===== config.mk =====
export PLATFORM = sky130hd
export DESIGN_NAME = adc_cmd_engine
export DESIGN_NICKNAME = d
export VERILOG_FILES = /design/src/rtl/adc_eng_pkg.sv /design/src/rtl/adc_edge_det.sv /design/src/rtl/adc_cfg_decode.sv /design/src/rtl/adc_result_hold.sv /design/src/rtl/adc_cmd_engine.sv
export SDC_FILE = /design/constraint.sdc
export NUM_CORES = 1
export LEC_CHECK = 0
export BUFFER_PORTS_ARGS = -buffer_cell sky130_fd_sc_hd__buf_4
export CORE_MARGIN = 5
export CORE_UTILIZATION = 40
export CTS_BUF_LIST = sky130_fd_sc_hd__clkbuf_8
export DETAILED_ROUTE_END_ITERATION = 8
export GPL_TIMING_DRIVEN = 0
export PLACE_DENSITY_LB_ADDON = 0.25
export RECOVER_POWER = 100
export SYNTH_ARGS = -nofsm -noshare
export SYNTH_HDL_FRONTEND = slang
export SYNTH_SLANG_ARGS = --single-unit

===== constraint.sdc =====
create_clock -name clk -period 4.7 [get_ports clk]
set_clock_uncertainty 0.2 [all_clocks]
set_input_delay 0.47 -clock clk [delete_from_list [all_inputs] [get_ports clk]]
set_output_delay 0.47 -clock clk [all_outputs]
set_load 0.005 [all_outputs]

===== src/rtl/adc_eng_pkg.sv =====
package adc_eng_pkg;

    typedef enum logic [2:0] {
        ST_IDLE,
        ST_ARMED,
        ST_CFG,
        ST_HOLD,
        ST_NULL,
        ST_MSB,
        ST_LSB,
        ST_ZERO
    } eng_state_e;

    typedef struct packed {
        logic sclk;
        logic cs_n;
    } edge_regs_t;

endpackage


===== src/rtl/adc_edge_det.sv =====
module adc_edge_det
    import adc_eng_pkg::*;
(
    input  logic clk,
    input  logic rst_n,
    input  logic sclk_i,
    input  logic cs_n_i,
    output logic sclk_rise_o,
    output logic sclk_fall_o,
    output logic cs_fall_o
);

    edge_regs_t edge_d, edge_q;

    always_comb begin
        edge_d.sclk = sclk_i;
        edge_d.cs_n = cs_n_i;
    end

    // cs_n resets to 0 so a select held low through reset is not an edge
    always_ff @(posedge clk or negedge rst_n) begin
        if (!rst_n) edge_q <= '0;
        else        edge_q <= edge_d;
    end

    assign sclk_rise_o = sclk_i & ~edge_q.sclk;
    assign sclk_fall_o = ~sclk_i & edge_q.sclk;
    assign cs_fall_o   = ~cs_n_i & edge_q.cs_n;

endmodule


===== src/rtl/adc_cfg_decode.sv =====
module adc_cfg_decode #(
    parameter int unsigned CH_W = 3
) (
    input  logic            clk,
    input  logic            rst_n,
    input  logic            shift_i,
    input  logic            commit_i,
    input  logic            din_i,
    output logic [CH_W-1:0] chan_pos_o,
    output logic [CH_W-1:0] chan_neg_o,
    output logic            diff_o
);

    localparam int unsigned CFG_N = CH_W + 1;

    typedef struct packed {
        logic [CH_W-1:0] sr;
        logic [CH_W-1:0] pos;
        logic [CH_W-1:0] neg;
        logic            diff;
    } cfg_regs_t;

    cfg_regs_t cfg_d, cfg_q;
    logic [CFG_N-1:0] word;

    always_comb begin
        cfg_d = cfg_q;
        word  = {cfg_q.sr, din_i};
        if (shift_i) begin
            cfg_d.sr = word[CH_W-1:0];
        end
        if (commit_i) begin
            cfg_d.diff = ~word[CFG_N-1];
            cfg_d.pos  = word[CH_W-1:0];
            cfg_d.neg  = word[CFG_N-1] ? '0 : (word[CH_W-1:0] ^ CH_W'(1));
        end
    end

    always_ff @(posedge clk or negedge rst_n) begin
        if (!rst_n) cfg_q <= '0;
        else        cfg_q <= cfg_d;
    end

    assign chan_pos_o = cfg_q.pos;
    assign chan_neg_o = cfg_q.neg;
    assign diff_o     = cfg_q.diff;

endmodule


===== src/rtl/adc_result_hold.sv =====
module adc_result_hold #(
    parameter int unsigned RES_W = 12
) (
    input  logic             clk,
    input  logic             rst_n,
    input  logic             load_i,
    input  logic [RES_W-1:0] result_i,
    output logic [RES_W-1:0] hold_o
);

    logic [RES_W-1:0] hold_d, hold_q;

    always_comb begin
        hold_d = load_i ? result_i : hold_q;
    end

    always_ff @(posedge clk or negedge rst_n) begin
        if (!rst_n) hold_q <= '0;
        else        hold_q <= hold_d;
    end

    assign hold_o = hold_q;

endmodule


===== src/rtl/adc_cmd_engine.sv =====
module adc_cmd_engine
    import adc_eng_pkg::*;
#(
    parameter int unsigned RES_W = 12,
    parameter int unsigned CH_W  = 3
) (
    input  logic             clk,
    input  logic             rst_n,
    input  logic             cs_n_i,
    input  logic             sclk_i,
    input  logic             din_i,
    input  logic [RES_W-1:0] result_i,
    output logic [CH_W-1:0]  chan_pos_o,
    output logic [CH_W-1:0]  chan_neg_o,
    output logic             diff_o,
    output logic             sample_o,
    output logic             dout_o,
    output logic             dout_oe_o
);

    localparam int unsigned IDX_W = $clog2(RES_W);
    localparam int unsigned CNT_W = $clog2(CH_W + 1);

    typedef struct packed {
        eng_state_e       st;
        logic [IDX_W-1:0] idx;
        logic [CNT_W-1:0] ccnt;
        logic             late;
        logic             sample;
        logic             oe;
        logic             dout;
    } ctl_regs_t;

    ctl_regs_t ctl_d, ctl_q;

    logic             rise, fall, cs_fall;
    logic             cfg_shift, cfg_commit, res_load;
    logic [RES_W-1:0] res_hold;
    logic [IDX_W-1:0] idx_dn, idx_up;

    adc_edge_det u_edge (
        .clk         (clk),
        .rst_n       (rst_n),
        .sclk_i      (sclk_i),
        .cs_n_i      (cs_n_i),
        .sclk_rise_o (rise),
        .sclk_fall_o (fall),
        .cs_fall_o   (cs_fall)
    );

    adc_cfg_decode #(.CH_W(CH_W)) u_cfg (
        .clk        (clk),
        .rst_n      (rst_n),
        .shift_i    (cfg_shift),
        .commit_i   (cfg_commit),
        .din_i      (din_i),
        .chan_pos_o (chan_pos_o),
        .chan_neg_o (chan_neg_o),
        .diff_o     (diff_o)
    );

    adc_result_hold #(.RES_W(RES_W)) u_hold (
        .clk      (clk),
        .rst_n    (rst_n),
        .load_i   (res_load),
        .result_i (result_i),
        .hold_o   (res_hold)
    );

    assign idx_dn = ctl_q.idx - IDX_W'(1);
    assign idx_up = ctl_q.idx + IDX_W'(1);

    always_comb begin
        ctl_d      = ctl_q;
        cfg_shift  = 1'b0;
        cfg_commit = 1'b0;
        res_load   = 1'b0;
        if (cs_n_i) begin
            ctl_d.st     = ST_IDLE;
            ctl_d.sample = 1'b0;
            ctl_d.oe     = 1'b0;
            ctl_d.late   = 1'b0;
        end else begin
            unique case (ctl_q.st)
                ST_IDLE: begin
                    if (cs_fall) ctl_d.st = ST_ARMED;
                end
                ST_ARMED: begin
                    if (rise && din_i) begin
                        ctl_d.st   = ST_CFG;
                        ctl_d.ccnt = '0;
                    end
                end
                ST_CFG: begin
                    if (rise) begin
                        cfg_shift = 1'b1;
                        if (ctl_q.ccnt == CNT_W'(CH_W)) begin
                            cfg_commit   = 1'b1;
                            ctl_d.st     = ST_HOLD;
                            ctl_d.sample = 1'b1;
                            ctl_d.late   = 1'b0;
                        end else begin
                            ctl_d.ccnt = ctl_q.ccnt + CNT_W'(1);
                        end
                    end
                end
                ST_HOLD: begin
                    // window spans the rest of this clock and the next one
                    if (rise) begin
                        ctl_d.late = 1'b1;
                    end else if (fall && ctl_q.late) begin
                        ctl_d.st     = ST_NULL;
                        ctl_d.sample = 1'b0;
                        ctl_d.oe     = 1'b1;
                        ctl_d.dout   = 1'b0;
                        res_load     = 1'b1;
                    end
                end
                ST_NULL: begin
                    if (fall) begin
                        ctl_d.st   = ST_MSB;
                        ctl_d.idx  = IDX_W'(RES_W - 1);
                        ctl_d.dout = res_hold[RES_W-1];
                    end
                end
                ST_MSB: begin
                    if (fall) begin
                        if (ctl_q.idx == '0) begin
                            ctl_d.st   = ST_LSB;
                            ctl_d.idx  = IDX_W'(1);
                            ctl_d.dout = res_hold[1];
                        end else begin
                            ctl_d.idx  = idx_dn;
                            ctl_d.dout = res_hold[idx_dn];
                        end
                    end
                end
                ST_LSB: begin
                    if (fall) begin
                        if (ctl_q.idx == IDX_W'(RES_W - 1)) begin
                            ctl_d.st   = ST_ZERO;
                            ctl_d.dout = 1'b0;
                        end else begin
                            ctl_d.idx  = idx_up;
                            ctl_d.dout = res_hold[idx_up];
                        end
                    end
                end
                ST_ZERO: begin
                    if (fall) ctl_d.dout = 1'b0;
                end
                default: begin
                    ctl_d.st = ST_IDLE;
                end
            endcase
        end
    end

    always_ff @(posedge clk or negedge rst_n) begin
        if (!rst_n) begin
            ctl_q      <= '0;
            ctl_q.st   <= ST_IDLE;
        end else begin
            ctl_q      <= ctl_d;
        end
    end

    assign sample_o  = ctl_q.sample;
    assign dout_oe_o = ctl_q.oe;
    assign dout_o    = ctl_q.dout;

endmodule


Yosys cells after proc, flatten, opt, wreduce, memory -nomap -nowiden --
Index checks and enable logic that the tools add are counted.
Cells by class: bitwise operators 8, add/subtract/negate cells 3, equality and inequality tests 32, magnitude comparators 2, multiplexer cells 50, reductions and logical operators 18
Operator list (number):
- $mux W3 | 13
- $ne A3 B3 Y1 const B | 12
- $ne A2 B2 Y1 const B | 11
- $mux W1 | 21
- $mux W7 | 3
- $pmux W3 S7 | 1
- $eq A3 B3 Y1 const B | 4
- $mux W4 | 3
- $pmux W4 S3 | 1
- $reduce_and A12 Y1 | 1
- $lt A4 B5 Y1 const B | 2
- $reduce_and A5 Y1 | 2
- $bmux W1 S4 | 2
- $pmux W2 S2 | 2
- $reduce_and A8 Y1 | 1
- $reduce_bool A8 Y1 | 1
- $eq A3 B2 Y1 const B | 2
- $mux W2 | 3
- $reduce_and A6 Y1 | 1
- $reduce_bool A2 Y1 | 3
- $reduce_bool A3 Y1 | 2
- $not A1 Y1 | 5
- $pmux W1 S5 | 1
- $reduce_bool A5 Y1 | 1
- 12 further kinds | 15
Word-level totals: bits of input ports 17, register bits 37

Logic depth before layout (Yosys ltp) --
depth after elaboration 7, mapped depth 9, depth with buffers taken out 7

Cells and area by module --
From an unflattened synthesis, not the netlist that was laid out.
Unflattened totals: cell total of the unflattened synthesis 210, area total of the unflattened synthesis 2273.4 um2
By module, submodules not included:
- adc_cmd_engine | instances 1, cells an instance 147, area an instance 1267.5 um2
- adc_result_hold | instances 1, cells an instance 25, area an instance 484.2 um2
- adc_cfg_decode | instances 1, cells an instance 33, area an instance 450.4 um2
- adc_edge_det | instances 1, cells an instance 5, area an instance 71.3 um2

Worst setup path before layout --
OpenSTA, ideal clock, no wires.
path type flip-flop to flip-flop, start point reg ctl_q[6] (netlist bit), end point reg ctl_q[11] (netlist bit), arrival time 2021 ps, library setup time 78 ps, cell stages (with the launch flop) 10, data required time 4422 ps, path slack 2402 ps, cell sequence dfrtp_1 -> buf_6 -> inv_1 -> ha_1 -> nor3b_2 -> or2_2 -> buf_6 -> o211ai_4 -> or4_1 -> a21oi_1
On the way: longest elaborated chain between the ends 3, elaborated cells between the ends (all ways) 5, those cells by class eq/ne (3); reduce/logical (2)
Ends and longest elaborated chain:
- start, declared | line adc_cmd_engine.sv:34 | ctl_regs_t ctl_d, ctl_q;
- start signal, assigned | line adc_cmd_engine.sv:164 | ctl_q <= ctl_d;
- $eq A4 B4 Y1 / $logic_not A4 Y1 (equally long branches) | line adc_cmd_engine.sv:140, adc_cmd_engine.sv:128
- $ne A3 B3 Y1 (no line)
- $reduce_and A12 Y1 (no line) *
Mark *: on every way between the ends. The rest lies on a longest branch, timed or not. A chain may end at the register's enable or synchronous reset.

Worst setup path after layout --
Ends and elaborated chain as after synthesis.

==> results.ini <==
[floorplan]
row_count=26
die_w_um=83.9
initial_core_util_pct=41.9
die_h_um=83.9
io_pins=27
die_area_sq_um=7030
coreArea_sq_um=5200

[timing]
fmax_mhz=311
layout_setup_ws_ns=1.48
min_period_ns=3.22
setup_viol=0
hold_viol_final=0
fin_crit_sh_pct=68.5
slew_headroom_pct=-30.6
rsz0062_at_grt=false
slew_violations=38
worstMarginPinSlew_ns=1.96
setup-tns-final_ns=0

[global_route]
grt_max_degree=38
grt_usage_pct=13.9
overflow=0
use_met2_pct=21.6
first_global_vias=1643
antenna_found_initial=0
grt_util_met1_pct=19.1
grt_pass1_wl_um=7850
busiest_layer=met2
use_met3_pct=3.16

[final_layout]
seqCellArea_sq_um=926
fin_cells=305
final_nets=254
drive_above_1_share_pct=31.1
final_util_pct=48.5
diodes=0
mostFrequentLayoutCell=dfrtp_1
final_cell_mix=dfrtp_1, mux2_2, buf_4
area_growth_pct=15.7
fill_cells=517
multiInputGateArea_sq_um=1060

[clock_network]
path_clk_slew_ns=0.08
cts_hold_buf=1
cts_htree_levels=2
clockBufferDepth=2
post_cts_buffers=0
insertion_delay_ns=0.29
cts_tree=built
cts.sinks=37
cts_buffers=5
cts_root_buffer=clkbuf_8
cts_resized=0

[yosys]
synth_ff_type=dfrtp_1
syn_nets=220
ys_async_sr_fraction_pct=100
seq_area_frac_synth_pct=42.4
synth_area_per_cell_sq_um=10.9
synth_seq_cells=37
netlist_area_sq_um=2180
synth_edf_count=0
synthCells=200
yosysWarnings=0
synth.distinct_cells=50

[critical_path]
cp_max_fo=10
r2r_end=ctl_q[11]
rr_startpoint=ctl_q[6]
cp-startpoint=ctl_q[6]
start_kind=register
required_ns=4.71
slowest_stage=or4_1
max_stage_delay_ns=0.50
end_kind=register
path_cells=clkbuf_1 > inv_1 > ha_1 > nor3b_1 > or2_2 > clkbuf_1 > o211ai_1 > or4_1 > a21oi_1
crit_top_cell=clkbuf_1
rrSetupSlack_ns=1.48
rr_worst_depth=9
crit_type=register to register
crit_path_end=ctl_q[11]
arrival_ns=3.23

[status]
failed_checks=capacitance limit, slew limit
status=finished, violations left

[placed_design]
portBuffers=26
place_ws_ns=2.13
routabilityCongestion=0.836
place_inst=296
hpwl_um=3240

[routing]
vias=1611
ant_nets=0
drc=0
drt_iter0_drc=172
wirelength_um=4420
drt-pass1-iter-count=4
via_per_inst=5.28
drt-wirelength-per-cell_um=14.5

[power]
p_leak_nw=1.16
p_per_area_nw_per_um2=385
irDropWorstVdd_uv=222

[min_path]
min_path_type=input port to register

[flow_run]
drv_cap=1

==> final cells by class <==
cell class	instances	area share, %
Multi-Input combinational cell	134	42.1
Sequential cell	37	36.7
Clock inverter	3	1.68
Clock buffer	5	2.73
Buffer	21	4.31
Timing Repair Buffer	27	7.83
Inverter	8	1.19
Tap cell	70	3.47
==> per-stage QoR <==
| stage | area, sq um | hold WS (ns) | power [mW] |
|---|---|---|---|
| 6_report | 2520 | 0.117 | 0.972 |
| 3_5_place_dp | 2460 | 0.260 | 0.729 |
| 2_1_floorplan | 2180 | -0.0256 | 0.651 |
| 5_1_grt | 2520 | 0.109 | 1.04 |
| 3_3_place_gp | 2460 | 0.263 | 0.729 |
| 4_1_cts | 2590 | 0.0882 | 1.01 |
==> layer usage <==
metal	wire [um]	part of all wire, %
met2	2050	46
met5	0	0
met4	65	1.5
met3	129	2.9
met1	2180	49
==> critical path, delay by kind of cell, from the launching register on <==
| family | cells | cell delay (ns) |
|---|---|---|
| and+or+nand+nor | 3 | 1.08 |
| buffers and inverters | 3 | 0.71 |
| adders and majority gates | 1 | 0.31 |
| DFF | 1 | 0.48 |
| AOI/OAI and AO/OA | 2 | 0.36 |
==> worst min-delay path by stage <==
stage,from,to,slack (ns),depth (start not counted)
floorplan,rst_n,ctl_q[10],-0.03,0
global placement,rst_n,u_cfg.diff_o,0.26,1
detailed placement,rst_n,u_cfg.diff_o,0.26,1
CTS,cs_n_i,u_edge.edge_q[0],0.09,1
global route,cs_n_i,u_edge.edge_q[0],0.11,1
finish,cs_n_i,u_edge.edge_q[0],0.12,1
==> cell usage after synthesis (3+ instances only) <==
library cell  number  share of area (%)
dfrtp_1           37                 42
mux2_2            22                 11
nand2_1           12                2.1
buf_4             10                3.4
o21ai_0           10                2.3
inv_1              8                1.4
a21oi_1            7                1.6
a31oi_1            6                1.7
nand2b_1           6                1.7
buf_2              4               0.92
mux2i_1            4                1.8
mux4_2             4                4.1
nand3_1            4               0.92
nor3_1             4               0.92
buf_6              3                1.5
clkbuf_1           3               0.52
ha_1               3                1.7
nor2_1             3               0.52
nor2b_1            3               0.86
nor3b_1            3                1.0
xnor2_1            3                1.2
==> registers in the layout, indices dropped and copies added (netlist names) <==
signal            flops
u_hold.hold_o        12
ctl_q                10
u_cfg.cfg_q           3
u_cfg.chan_neg_o      3
u_cfg.chan_pos_o      3
u_edge.edge_q         2
dout_o                1
dout_oe_o             1
sample_o              1
u_cfg.diff_o          1
==> kinds of logic (layout without fill, tap and decap cells) <==
| kind of cell | Yosys count | count (layout) | share of synthesized area [%] |
|---|---|---|---|
| compound gates | 45 | 45 | 14.2 |
| xor+xnor | 5 | 5 | 2.01 |
| fa+ha+maj | 3 | 3 | 1.72 |
| buf+inv | 29 | 64 | 7.97 |
| flops | 37 | 37 | 42.4 |
| mux | 30 | 30 | 17.3 |
| simple gates | 51 | 51 | 14.3 |
==> power by group <==
| group | leakage [nW] | internal [mW] | switching [mW] |
|---|---|---|---|
| Clock | 0.0595 | 0.157 | 0.117 |
| Combinational | 0.595 | 0.137 | 0.189 |
| Sequential | 0.509 | 0.344 | 0.0274 |
Power figures use the tool's default switching activity.
